===== src/rtl/esc_pkg.sv =====
package esc_pkg;
  // byte offsets
  localparam int unsigned OFS_CNT  = 'h00;
  localparam int unsigned OFS_CAP  = 'h08;
  localparam int unsigned OFS_CTL  = 'h28;
  localparam int unsigned OFS_IEF  = 'h2C;
  localparam int unsigned OFS_CLR  = 'h30;
  // control bit positions
  localparam int unsigned B_LDEN    = 8;
  localparam int unsigned B_PS_LO   = 9;
  localparam int unsigned B_ONESHOT = 16;
  localparam int unsigned B_STOP_LO = 17;
  localparam int unsigned B_REARM   = 19;
  localparam int unsigned B_RUN     = 20;
  // enable / flag positions
  localparam int unsigned B_IEN_LO  = 1;
  localparam int unsigned B_FLG_LO  = 17;
endpackage


===== src/rtl/esc_edge_qual.sv =====
module esc_edge_qual #(
  parameter int unsigned PS_W = 5
) (
  input  logic            clk_i,
  input  logic            rst_ni,
  input  logic            pin_i,
  input  logic            fall_sel_i,
  input  logic [PS_W-1:0] presc_i,
  input  logic            arm_i,
  input  logic            rearm_i,
  output logic            fire_o
);
  logic [1:0]      sync_q;
  logic            prev_q;
  logic [PS_W-1:0] pcnt_q;
  logic            cur, edge_hit, ps_done;

  assign cur      = sync_q[1];
  assign edge_hit = fall_sel_i ? (prev_q & ~cur) : (~prev_q & cur);
  assign ps_done  = (pcnt_q >= presc_i);
  assign fire_o   = arm_i & edge_hit & ps_done;

  always_ff @(posedge clk_i or negedge rst_ni) begin
    if (!rst_ni) begin
      sync_q <= '0;
      prev_q <= 1'b0;
    end else begin
      sync_q <= {sync_q[0], pin_i};
      prev_q <= sync_q[1];
    end
  end

  always_ff @(posedge clk_i or negedge rst_ni) begin
    if (!rst_ni) begin
      pcnt_q <= '0;
    end else if (rearm_i) begin
      pcnt_q <= '0;
    end else if (arm_i && edge_hit) begin
      pcnt_q <= ps_done ? '0 : pcnt_q + 1'b1;
    end
  end

  // count never advances while disarmed
  a_r6_idle_count: assert property (@(posedge clk_i) disable iff (!rst_ni)
    (!arm_i && !rearm_i) |=> $stable(pcnt_q));
endmodule


===== src/rtl/esc_slot_seq.sv =====
module esc_slot_seq #(
  parameter int unsigned NUM_SLOTS = 4,
  localparam int unsigned SL_W = $clog2(NUM_SLOTS)
) (
  input  logic                 clk_i,
  input  logic                 rst_ni,
  input  logic                 fire_i,
  input  logic                 rearm_i,
  input  logic                 oneshot_i,
  input  logic [SL_W-1:0]      stop_i,
  output logic [SL_W-1:0]      slot_o,
  output logic                 frozen_o,
  output logic [NUM_SLOTS-1:0] load_o
);
  logic [SL_W-1:0] slot_q;
  logic            frozen_q;

  always_ff @(posedge clk_i or negedge rst_ni) begin
    if (!rst_ni) begin
      slot_q   <= '0;
      frozen_q <= 1'b0;
    end else if (rearm_i) begin
      slot_q   <= '0;
      frozen_q <= 1'b0;
    end else if (fire_i) begin
      if (slot_q >= stop_i) begin
        slot_q   <= '0;
        frozen_q <= oneshot_i;
      end else begin
        slot_q <= slot_q + 1'b1;
      end
    end
  end

  for (genvar i = 0; i < NUM_SLOTS; i++) begin : g_load
    assign load_o[i] = fire_i && (slot_q == SL_W'(i));
  end

  assign slot_o   = slot_q;
  assign frozen_o = frozen_q;

  a_r8_frozen_hold: assert property (@(posedge clk_i) disable iff (!rst_ni)
    (frozen_q && !rearm_i) |=> frozen_q);
  a_r8_frozen_idle: assert property (@(posedge clk_i) disable iff (!rst_ni)
    frozen_q |-> !fire_i);
endmodule


===== src/rtl/edge_stamp_cap.sv =====
module edge_stamp_cap
  import esc_pkg::*;
#(
  parameter int unsigned CNT_W     = 32,
  parameter int unsigned NUM_SLOTS = 4,
  parameter int unsigned PS_W      = 5,
  parameter int unsigned ADDR_W    = 6,
  parameter int unsigned DATA_W    = 32
) (
  input  logic              clk_i,
  input  logic              rst_ni,
  input  logic              bus_valid_i,
  input  logic              bus_we_i,
  input  logic [ADDR_W-1:0] bus_addr_i,
  input  logic [DATA_W-1:0] bus_wdata_i,
  output logic [DATA_W-1:0] bus_rdata_o,
  input  logic              cap_pin_i,
  output logic              irq_o
);
  localparam int unsigned SL_W = $clog2(NUM_SLOTS);
  localparam int unsigned NEV  = NUM_SLOTS + 1;
  localparam logic [CNT_W-1:0] CNT_MAX = '1;

  function automatic logic [DATA_W-1:0] ctl_mask();
    logic [DATA_W-1:0] m;
    m = '0;
    for (int i = 0; i < NUM_SLOTS; i++) m[2*i] = 1'b1;
    m[B_LDEN] = 1'b1;
    for (int j = 0; j < PS_W; j++) m[B_PS_LO+j] = 1'b1;
    m[B_ONESHOT] = 1'b1;
    for (int j = 0; j < SL_W; j++) m[B_STOP_LO+j] = 1'b1;
    m[B_RUN] = 1'b1;
    return m;
  endfunction
  localparam logic [DATA_W-1:0] CTL_MASK = ctl_mask();

  logic [DATA_W-1:0]    ctl_q;
  logic [CNT_W-1:0]     cnt_q;
  logic [CNT_W-1:0]     cap_q [NUM_SLOTS];
  logic [NEV-1:0]       ien_q, flg_q, evt, clr_ev;
  logic                 glb_q, clr_glb;
  logic                 wr, cnt_wr, ctl_wr, ief_wr, clr_wr, rearm;
  logic                 cnt_run, ld_en, ovf_evt, arm, fire, frozen;
  logic [SL_W-1:0]      slot, stop;
  logic [PS_W-1:0]      presc;
  logic [NUM_SLOTS-1:0] pol_vec, load_vec;

  assign wr     = bus_valid_i & bus_we_i;
  assign cnt_wr = wr && (bus_addr_i == ADDR_W'(OFS_CNT));
  assign ctl_wr = wr && (bus_addr_i == ADDR_W'(OFS_CTL));
  assign ief_wr = wr && (bus_addr_i == ADDR_W'(OFS_IEF));
  assign clr_wr = wr && (bus_addr_i == ADDR_W'(OFS_CLR));
  assign rearm  = ctl_wr && bus_wdata_i[B_REARM];

  assign cnt_run = ctl_q[B_RUN];
  assign ld_en   = ctl_q[B_LDEN];
  assign presc   = ctl_q[B_PS_LO +: PS_W];
  assign stop    = ctl_q[B_STOP_LO +: SL_W];
  assign arm     = ld_en & ~frozen;

  for (genvar i = 0; i < NUM_SLOTS; i++) begin : g_pol
    assign pol_vec[i] = ctl_q[2*i];
  end

  always_ff @(posedge clk_i or negedge rst_ni) begin
    if (!rst_ni)     ctl_q <= '0;
    else if (ctl_wr) ctl_q <= bus_wdata_i & CTL_MASK;
  end

  // timestamp counter; bus write wins over counting
  assign ovf_evt = cnt_run && !cnt_wr && (cnt_q == CNT_MAX);
  always_ff @(posedge clk_i or negedge rst_ni) begin
    if (!rst_ni)      cnt_q <= '0;
    else if (cnt_wr)  cnt_q <= bus_wdata_i[CNT_W-1:0];
    else if (cnt_run) cnt_q <= cnt_q + 1'b1;
  end

  esc_edge_qual #(.PS_W(PS_W)) i_qual (
    .clk_i      (clk_i),
    .rst_ni     (rst_ni),
    .pin_i      (cap_pin_i),
    .fall_sel_i (pol_vec[slot]),
    .presc_i    (presc),
    .arm_i      (arm),
    .rearm_i    (rearm),
    .fire_o     (fire)
  );

  esc_slot_seq #(.NUM_SLOTS(NUM_SLOTS)) i_seq (
    .clk_i     (clk_i),
    .rst_ni    (rst_ni),
    .fire_i    (fire),
    .rearm_i   (rearm),
    .oneshot_i (ctl_q[B_ONESHOT]),
    .stop_i    (stop),
    .slot_o    (slot),
    .frozen_o  (frozen),
    .load_o    (load_vec)
  );

  for (genvar i = 0; i < NUM_SLOTS; i++) begin : g_cap
    always_ff @(posedge clk_i or negedge rst_ni) begin
      if (!rst_ni)          cap_q[i] <= '0;
      else if (load_vec[i]) cap_q[i] <= cnt_q;
    end
  end

  // flags: set wins over clear
  assign evt     = {ovf_evt, load_vec};
  assign clr_ev  = clr_wr ? bus_wdata_i[1 +: NEV] : '0;
  assign clr_glb = clr_wr & bus_wdata_i[0];

  always_ff @(posedge clk_i or negedge rst_ni) begin
    if (!rst_ni) begin
      ien_q <= '0;
      flg_q <= '0;
      glb_q <= 1'b0;
    end else begin
      if (ief_wr) ien_q <= bus_wdata_i[B_IEN_LO +: NEV];
      flg_q <= (flg_q & ~clr_ev) | evt;
      glb_q <= (glb_q & ~clr_glb) | (|(evt & ien_q));
    end
  end

  assign irq_o = glb_q;

  always_comb begin
    bus_rdata_o = '0;
    if (bus_addr_i == ADDR_W'(OFS_CNT)) bus_rdata_o = DATA_W'(cnt_q);
    if (bus_addr_i == ADDR_W'(OFS_CTL)) bus_rdata_o = ctl_q;
    if (bus_addr_i == ADDR_W'(OFS_IEF)) begin
      bus_rdata_o[B_IEN_LO +: NEV] = ien_q;
      bus_rdata_o[B_FLG_LO +: NEV] = flg_q;
    end
    for (int i = 0; i < NUM_SLOTS; i++) begin
      if (bus_addr_i == ADDR_W'(OFS_CAP + 4*i)) bus_rdata_o = DATA_W'(cap_q[i]);
    end
  end

  a_r2_cnt_hold: assert property (@(posedge clk_i) disable iff (!rst_ni)
    (!cnt_run && !cnt_wr) |=> $stable(cnt_q));
  a_r3_ovf_flag: assert property (@(posedge clk_i) disable iff (!rst_ni)
    (cnt_run && !cnt_wr && cnt_q == CNT_MAX) |=> flg_q[NUM_SLOTS]);
  a_r4_one_slot: assert property (@(posedge clk_i) disable iff (!rst_ni)
    $onehot0(load_vec));
  a_r9_no_load: assert property (@(posedge clk_i) disable iff (!rst_ni)
    !ld_en |-> (load_vec == '0));
  a_r10_flag_sticky: assert property (@(posedge clk_i) disable iff (!rst_ni)
    (flg_q[0] && !clr_ev[0]) |=> flg_q[0]);
  a_r11_irq_sticky: assert property (@(posedge clk_i) disable iff (!rst_ni)
    (irq_o && !clr_glb) |=> irq_o);
endmodule


===== config.mk =====
export PLATFORM = sky130hd
export DESIGN_NAME = edge_stamp_cap
export DESIGN_NICKNAME = d
export VERILOG_FILES = /design/src/rtl/esc_pkg.sv /design/src/rtl/esc_edge_qual.sv /design/src/rtl/esc_slot_seq.sv /design/src/rtl/edge_stamp_cap.sv
export SDC_FILE = /design/constraint.sdc
export NUM_CORES = 1
export LEC_CHECK = 0
export ABC_AREA = 1
export BUFFER_PORTS_ARGS = -buffer_cell sky130_fd_sc_hd__buf_4
export CORE_MARGIN = 3
export CORE_UTILIZATION = 39
export DETAILED_ROUTE_END_ITERATION = 7
export GPL_TIMING_DRIVEN = 0
export PLACE_DENSITY = 0.56
export SLEW_MARGIN = 20
export SYNTH_ARGS = -nofsm -noshare
export SYNTH_HDL_FRONTEND = slang
export SYNTH_SLANG_ARGS = --single-unit

===== constraint.sdc =====
create_clock -name clk_i -period 1.7 [get_ports clk_i]
set_input_delay 0.17 -clock clk_i [delete_from_list [all_inputs] [get_ports clk_i]]
set_output_delay 0.17 -clock clk_i [all_outputs]
set_load 0.005 [all_outputs]

Yosys cells after proc, flatten, opt, wreduce, memory -nomap -nowiden

Cells that the tools add are included.

Bitwise operators: 17
Equal/unequal tests: 11
Multiplexer cells: 23
Reductions and logical operators: 21
Add/subtract/negate cells: 3
Magnitude comparators: 3

Operator list:

| operator                                                                      | number |
|---|---|
| 32-bit 2-to-1 mux                                                             | 8 |
| 32-bit by 1-bit adder with 32-bit output (second input constant)              | 1 |
| 32-bit == test (second input constant)                                        | 1 |
| 5-bit 2-to-1 mux                                                              | 6 |
| 6-bit == test (second input constant)                                         | 3 |
| 6-bit by 4-bit == test with 1-bit output (second input constant)              | 2 |
| 6-bit by 5-bit == test with 1-bit output (second input constant)              | 2 |
| 1-bit logical AND                                                             | 12 |
| 5-bit AND                                                                     | 2 |
| 1-bit AND                                                                     | 8 |
| 2-bit nonzero test                                                            | 4 |
| 6-bit zero test                                                               | 1 |
| 2-bit 2-to-1 mux                                                              | 3 |
| 5-bit by 1-bit adder with 5-bit output (second input constant)                | 1 |
| 5-bit greater-or-equal comparator                                             | 1 |
| 1-bit 2-to-1 mux                                                              | 5 |
| 5-bit NOT                                                                     | 1 |
| 5-bit OR                                                                      | 1 |
| 5-bit OR reduction                                                            | 1 |
| 2-bit == test (second input constant)                                         | 2 |
| 1-bit NOT                                                                     | 4 |
| 2-bit by 3-bit less-than comparator with 1-bit output (second input constant) | 1 |
| 2-bit by 1-bit adder with 2-bit output (second input constant)                | 1 |
| 1-bit binary-select mux with 2-bit select                                     | 1 |
| other kinds (6)                                                               | 6 |

Output and inout port bits: 33
Word-level logic and storage cells: 92
Bits in registers: 196
Input port bits: 43

Logic depth before layout (Yosys ltp)

Word-level depth: 9
Depth in mapped cells: 11
Gate-level depth less buffers: 11

By module

From an unflattened synthesis, not the netlist that was laid out.

Cell total of the unflattened synthesis: 1400
Area total of the unflattened synthesis: 10291.1 sq um

By module, submodules not included:

| module         | area each (sq um) | instances | seq. area each (sq um) | cells each |
|---|---|---|---|---|
| edge_stamp_cap | 9436.6            | 1         | 4629.4                 | 1286 |
| esc_edge_qual  | 566.8             | 1         | 200.2                  | 75 |
| esc_slot_seq   | 287.8             | 1         | 75.1                   | 39 |

Worst setup path before layout

Ideal clock, no wire load.

Path kind: reg-to-reg
From: register i_qual.pcnt_q[2]
To: register cap_q[79] in the netlist's numbering
Clock period less this slack: 1856 ps
Required time: 1581 ps
Stages on the path, launching flop included: 10
Path slack: -156 ps
Data arrival time: 1738 ps
Path buffers: 1
Setup time: 119 ps
Cells stage by stage: dfrtp_1 > ha_1 > nand2_1 > nand2_1 > a21oi_1 > nand3_1 > nand2_4 > nor2_8 > buf_4 > o21a_1

Cells in the longest elaborated chain, start to end: 3

RTL lines:

| item                              | line                  | RTL |
|---|---|---|
| start: declaration                | esc_edge_qual.sv:15   | `logic [PS_W-1:0] pcnt_q;` |
| start signal: assignment          | esc_edge_qual.sv:39   | `pcnt_q <= ps_done ? '0 : pcnt_q + 1'b1;` |
| 5-bit greater-or-equal comparator | esc_edge_qual.sv:20   | `assign ps_done = (pcnt_q >= presc_i);` |
| 1-bit AND                         | esc_edge_qual.sv:21   | `assign fire_o = arm_i & edge_hit & ps_done;` |
| 1-bit logical AND                 | esc_slot_seq.sv:36    | `assign load_o[i] = fire_i && (slot_q == SL_W'(i));` |
| end signal: indexed assignment    | edge_stamp_cap.sv:104 | `else if (load_vec[i]) cap_q[i] <= cnt_q;` |
| end: declaration                  | edge_stamp_cap.sv:39  | `logic [CNT_W-1:0] cap_q [NUM_SLOTS];` |

Every way passes these cells.
A chain may end at the register's enable or synchronous reset.

Final worst setup path

From: register ctl_q[12]
To: register cap_q[42] in the netlist's numbering

Cells in the longest elaborated chain, start to end: 3

RTL lines:

| item                              | line                 | RTL |
|---|---|---|
| start: declaration                | edge_stamp_cap.sv:37 | `logic [DATA_W-1:0] ctl_q;` |
| start signal: assignment          | edge_stamp_cap.sv:67 | `else if (ctl_wr) ctl_q <= bus_wdata_i & CTL_MASK;` |
| 5-bit greater-or-equal comparator | esc_edge_qual.sv:20  |  |
| 1-bit AND                         | esc_edge_qual.sv:21  |  |
| 1-bit logical AND                 | esc_slot_seq.sv:36   |  |

Every way passes these cells.

==> results.toml <==
[outcome]
outcome = "finished with violations"
violations = "setup timing"

[floorplanning]
ioPinCount = 76
dieHeight_um = 166
core_area_um2 = 24700
dieArea_um2 = 27600
start_util_pct = 40.3
die_w_um = 166
num_rows = 57

[placed_design]
place_ws_ns = -0.597
dpl.cell_count = 1635
io_buffers = 75
hpwl_um = 24800
place.gp.congestion = 0.922

[timing]
finalSetupViolCount = 145
hold_slack_ns = 0.0397
fin_worst_skew_ns = 0.0122
slew_viol_final = 0
finalHoldViolations = 0
tightest_slew_ns = 0.647
fin_ws_ns = -0.294
timing.final.crit_share_pct = 117
period_needed_ns = 1.99
max_clock_freq_mhz = 501
relSlewSlack_pct = 56.9
rsz0062_at_grt = "true"

[clock_network]
cts_root_buf = "clkbuf_16"
tritoncts = "done"
clock_path_buffers = 2
cts.clk_slew.worst_paths_ns = 0.08
cts_max_level = 4
clock-sinks = 196
worstSkewPairLatency_ns = 0.44
cts_buffers = 17

[power]
p_sw_w = 0.00734
internal_power_w = 0.0116
p_sw_share_pct = 38.9
p_per_area_nw_per_um2 = 1250
seq_power_share_pct = 37.7
ir_worst_vdd_uv = 724
p_comb_share_pct = 40.6
pwr-share-clk_pct = 21.7
cellLeakagePower_nw = 6.94

[synth]
syn_nets = 1290
post_synth.cell_area_avg_um2 = 8.09
ys_seq_area_share_pct = 49.1
ys.flop_type = "dfrtp_1"
synthDistinctLibCells = 37
synth_edf_count = 0
async_flop_share_pct = 100
ys_warn_count = 0
syn_inst = 1234
netlist_area_um2 = 9980
synth-seq-cells = 196

[worst_setup_path]
critPathCapture = "cap_q[42]"
arrival_ns = 2.33
startpoint_type = "flip-flop"
critPathRequiredTime_ns = 2.04
reg2reg_to = "cap_q[42]"
critPathSlowestCell = "dfrtp_1"
crit_path_max_fanout = 6
path_class = "flip-flop to flip-flop"
crit_chain = "inv_2 -> ha_4 -> nand2_2 -> inv_2 -> nand4_1 -> nand3_4 -> nand2_8 -> nor2_8 -> buf_12 -> clkbuf_16 -> nand2_2 -> o21a_1"
r2r_cells = 12
slowest_delay_ns = 0.38
end_kind = "flip-flop"
timing.rr.start = "ctl_q[12]"
r2r_slack_ns = -0.29
startpoint = "ctl_q[12]"

[final_layout]
seq_area_um2 = 4940
drive_gt1_share_pct = 41.2
diodes = 0
synthToLayoutAreaGrowth_pct = 51.3
fin_cells = 1850
final_core_util_pct = 61.0
multiInputGateArea_um2 = 5530
final_common_cell = "nand2_1"
mostFrequentLayoutCells = "288 x nand2_1, 188 x buf_4, 168 x dfrtp_1"
nNetsFinal = 1569
nFillCells = 2073

[drt]
wl_met2_um = 17100
vias = 9911
drc_errors = 0
drtAntennaViolNets = 0
wl_um = 37500
drt-met1-wl_um = 16900
wl_met3_um = 2460
drtIter0Drc = 920
vias_per_cell = 5.36
top_layer_used = "met4"
wl_per_cell_um = 20.3
drt_first_pass_iters = 5

[global_routing]
grt_pass1_vias = 9374
grt_overflow_total = 0
grt_max_degree = 74
grt_use_total_pct = 26.0
grt_pass1_wl_um = 56000
antenna_found_initial = 0

[flow_run]
cap_violations = 0

[min_path]
hp-class = "input port to flip-flop"
holdPathStages = 3
-- power by group through the flow --
stage	Combinational [W]	Sequential, W	Clock (W)
after detailed placement	0.00443	0.00702	0
after global placement	0.00432	0.00699	0
after CTS	0.00615	0.00699	0.00412
final	0.00767	0.00712	0.00411
after global routing	0.00820	0.00724	0.00431
after floorplan	0.00307	0.00668	0
-- kinds of logic after synthesis --
family                   after synthesis  synth area share (%)
XOR/XNOR                              32                  2.81
flip-flops                           196                  49.1
adder cells (fa/ha/maj)               13                  1.63
AND/OR/NAND/NOR                      553                  23.0
buffers and inverters                189                  8.05
multiplexers                           2                 0.226
AO/OA/AOI/OAI                        249                  15.1
-- cells in the mapped netlist (11+ instances only) --
cell type / count / area [um2]
nand2_1: 389 / 1460
dfrtp_1: 196 / 4900
inv_1: 132 / 495
o21ai_0: 106 / 531
nor2_1: 66 / 248
o21a_1: 57 / 428
nand3_1: 54 / 270
a21oi_1: 36 / 180
xor2_1: 29 / 254
clkbuf_1: 25 / 93.8
nand4_1: 17 / 106
nor3_1: 16 / 80.1
ha_1: 13 / 163
o2111ai_1: 13 / 114
o22ai_1: 13 / 81.3
buf_2: 11 / 55.1
buf_4: 11 / 82.6
-- state kept, by name, indices dropped and copies added (netlist names) --
signal and count:
i_seq.frozen_o 1, i_qual.sync_q 2, i_qual.pcnt_q 5, ien_q 5, i_qual.prev_q 1, ctl_q 14, flg_q 5, cap_q 128
irq_o 1, i_seq.slot_o 2, cnt_q 32
-- stage by stage --
stage                     instance area, um2  total power (W)  TNS [ns]
final                                  15100           0.0189    -29.27
after detailed placement               11100           0.0114    -80.56
after global placement                 11000           0.0113   -275.40
after floorplan                        10100          0.00975     -1.45
after global routing                   15100           0.0198    -42.81
after CTS                              13400           0.0173    -26.71
-- final cells by class --
type	instances	share of cell area, %
plain buffers	49	4.18
clock inverters	14	0.944
well taps	324	2.68
clock buffers	18	2.91
flip-flops and latches	196	32.7
repair buffers	263	16.2
inverters	136	3.82
multi-input cells	850	36.6
-- layer usage --
layer	vias to the layer above	track usage, %
li1	4576	-
met1	4890	38.6
met2	378	40.1
met3	67	4.02
met4	0	6.18
met5	-	0
-- critical path, delay by kind of cell, from the launching register on --
kind	cells	cell delay [ns]
simple gates	6	0.70
buf+inv	4	0.42
flops	1	0.38
fa+ha+maj	1	0.27
compound gates	1	0.09
-- timing repair --
item                                   CTS  global route
gates resized for setup                268           314
pin swaps                               38            68
buffers inserted                        87            61
endpoints found under the hold margin   81             0
gates cloned                             8             7
setup endpoints to repair              197           195
hold buffers                            26             0
-- worst min path at each step --
stage          slack, ns             from                to
5_1_grt             0.06  bus_wdata_i[31]         cnt_q[31]
3_3_place_gp        0.28        cap_pin_i  i_qual.sync_q[0]
3_5_place_dp        0.12           rst_ni  i_qual.pcnt_q[4]
4_1_cts             0.03  bus_wdata_i[25]         cnt_q[25]
6_report            0.04  bus_wdata_i[11]         ctl_q[11]
2_1_floorplan      -0.13           rst_ni          cap_q[0]
Power figures use the tool's default switching activity.
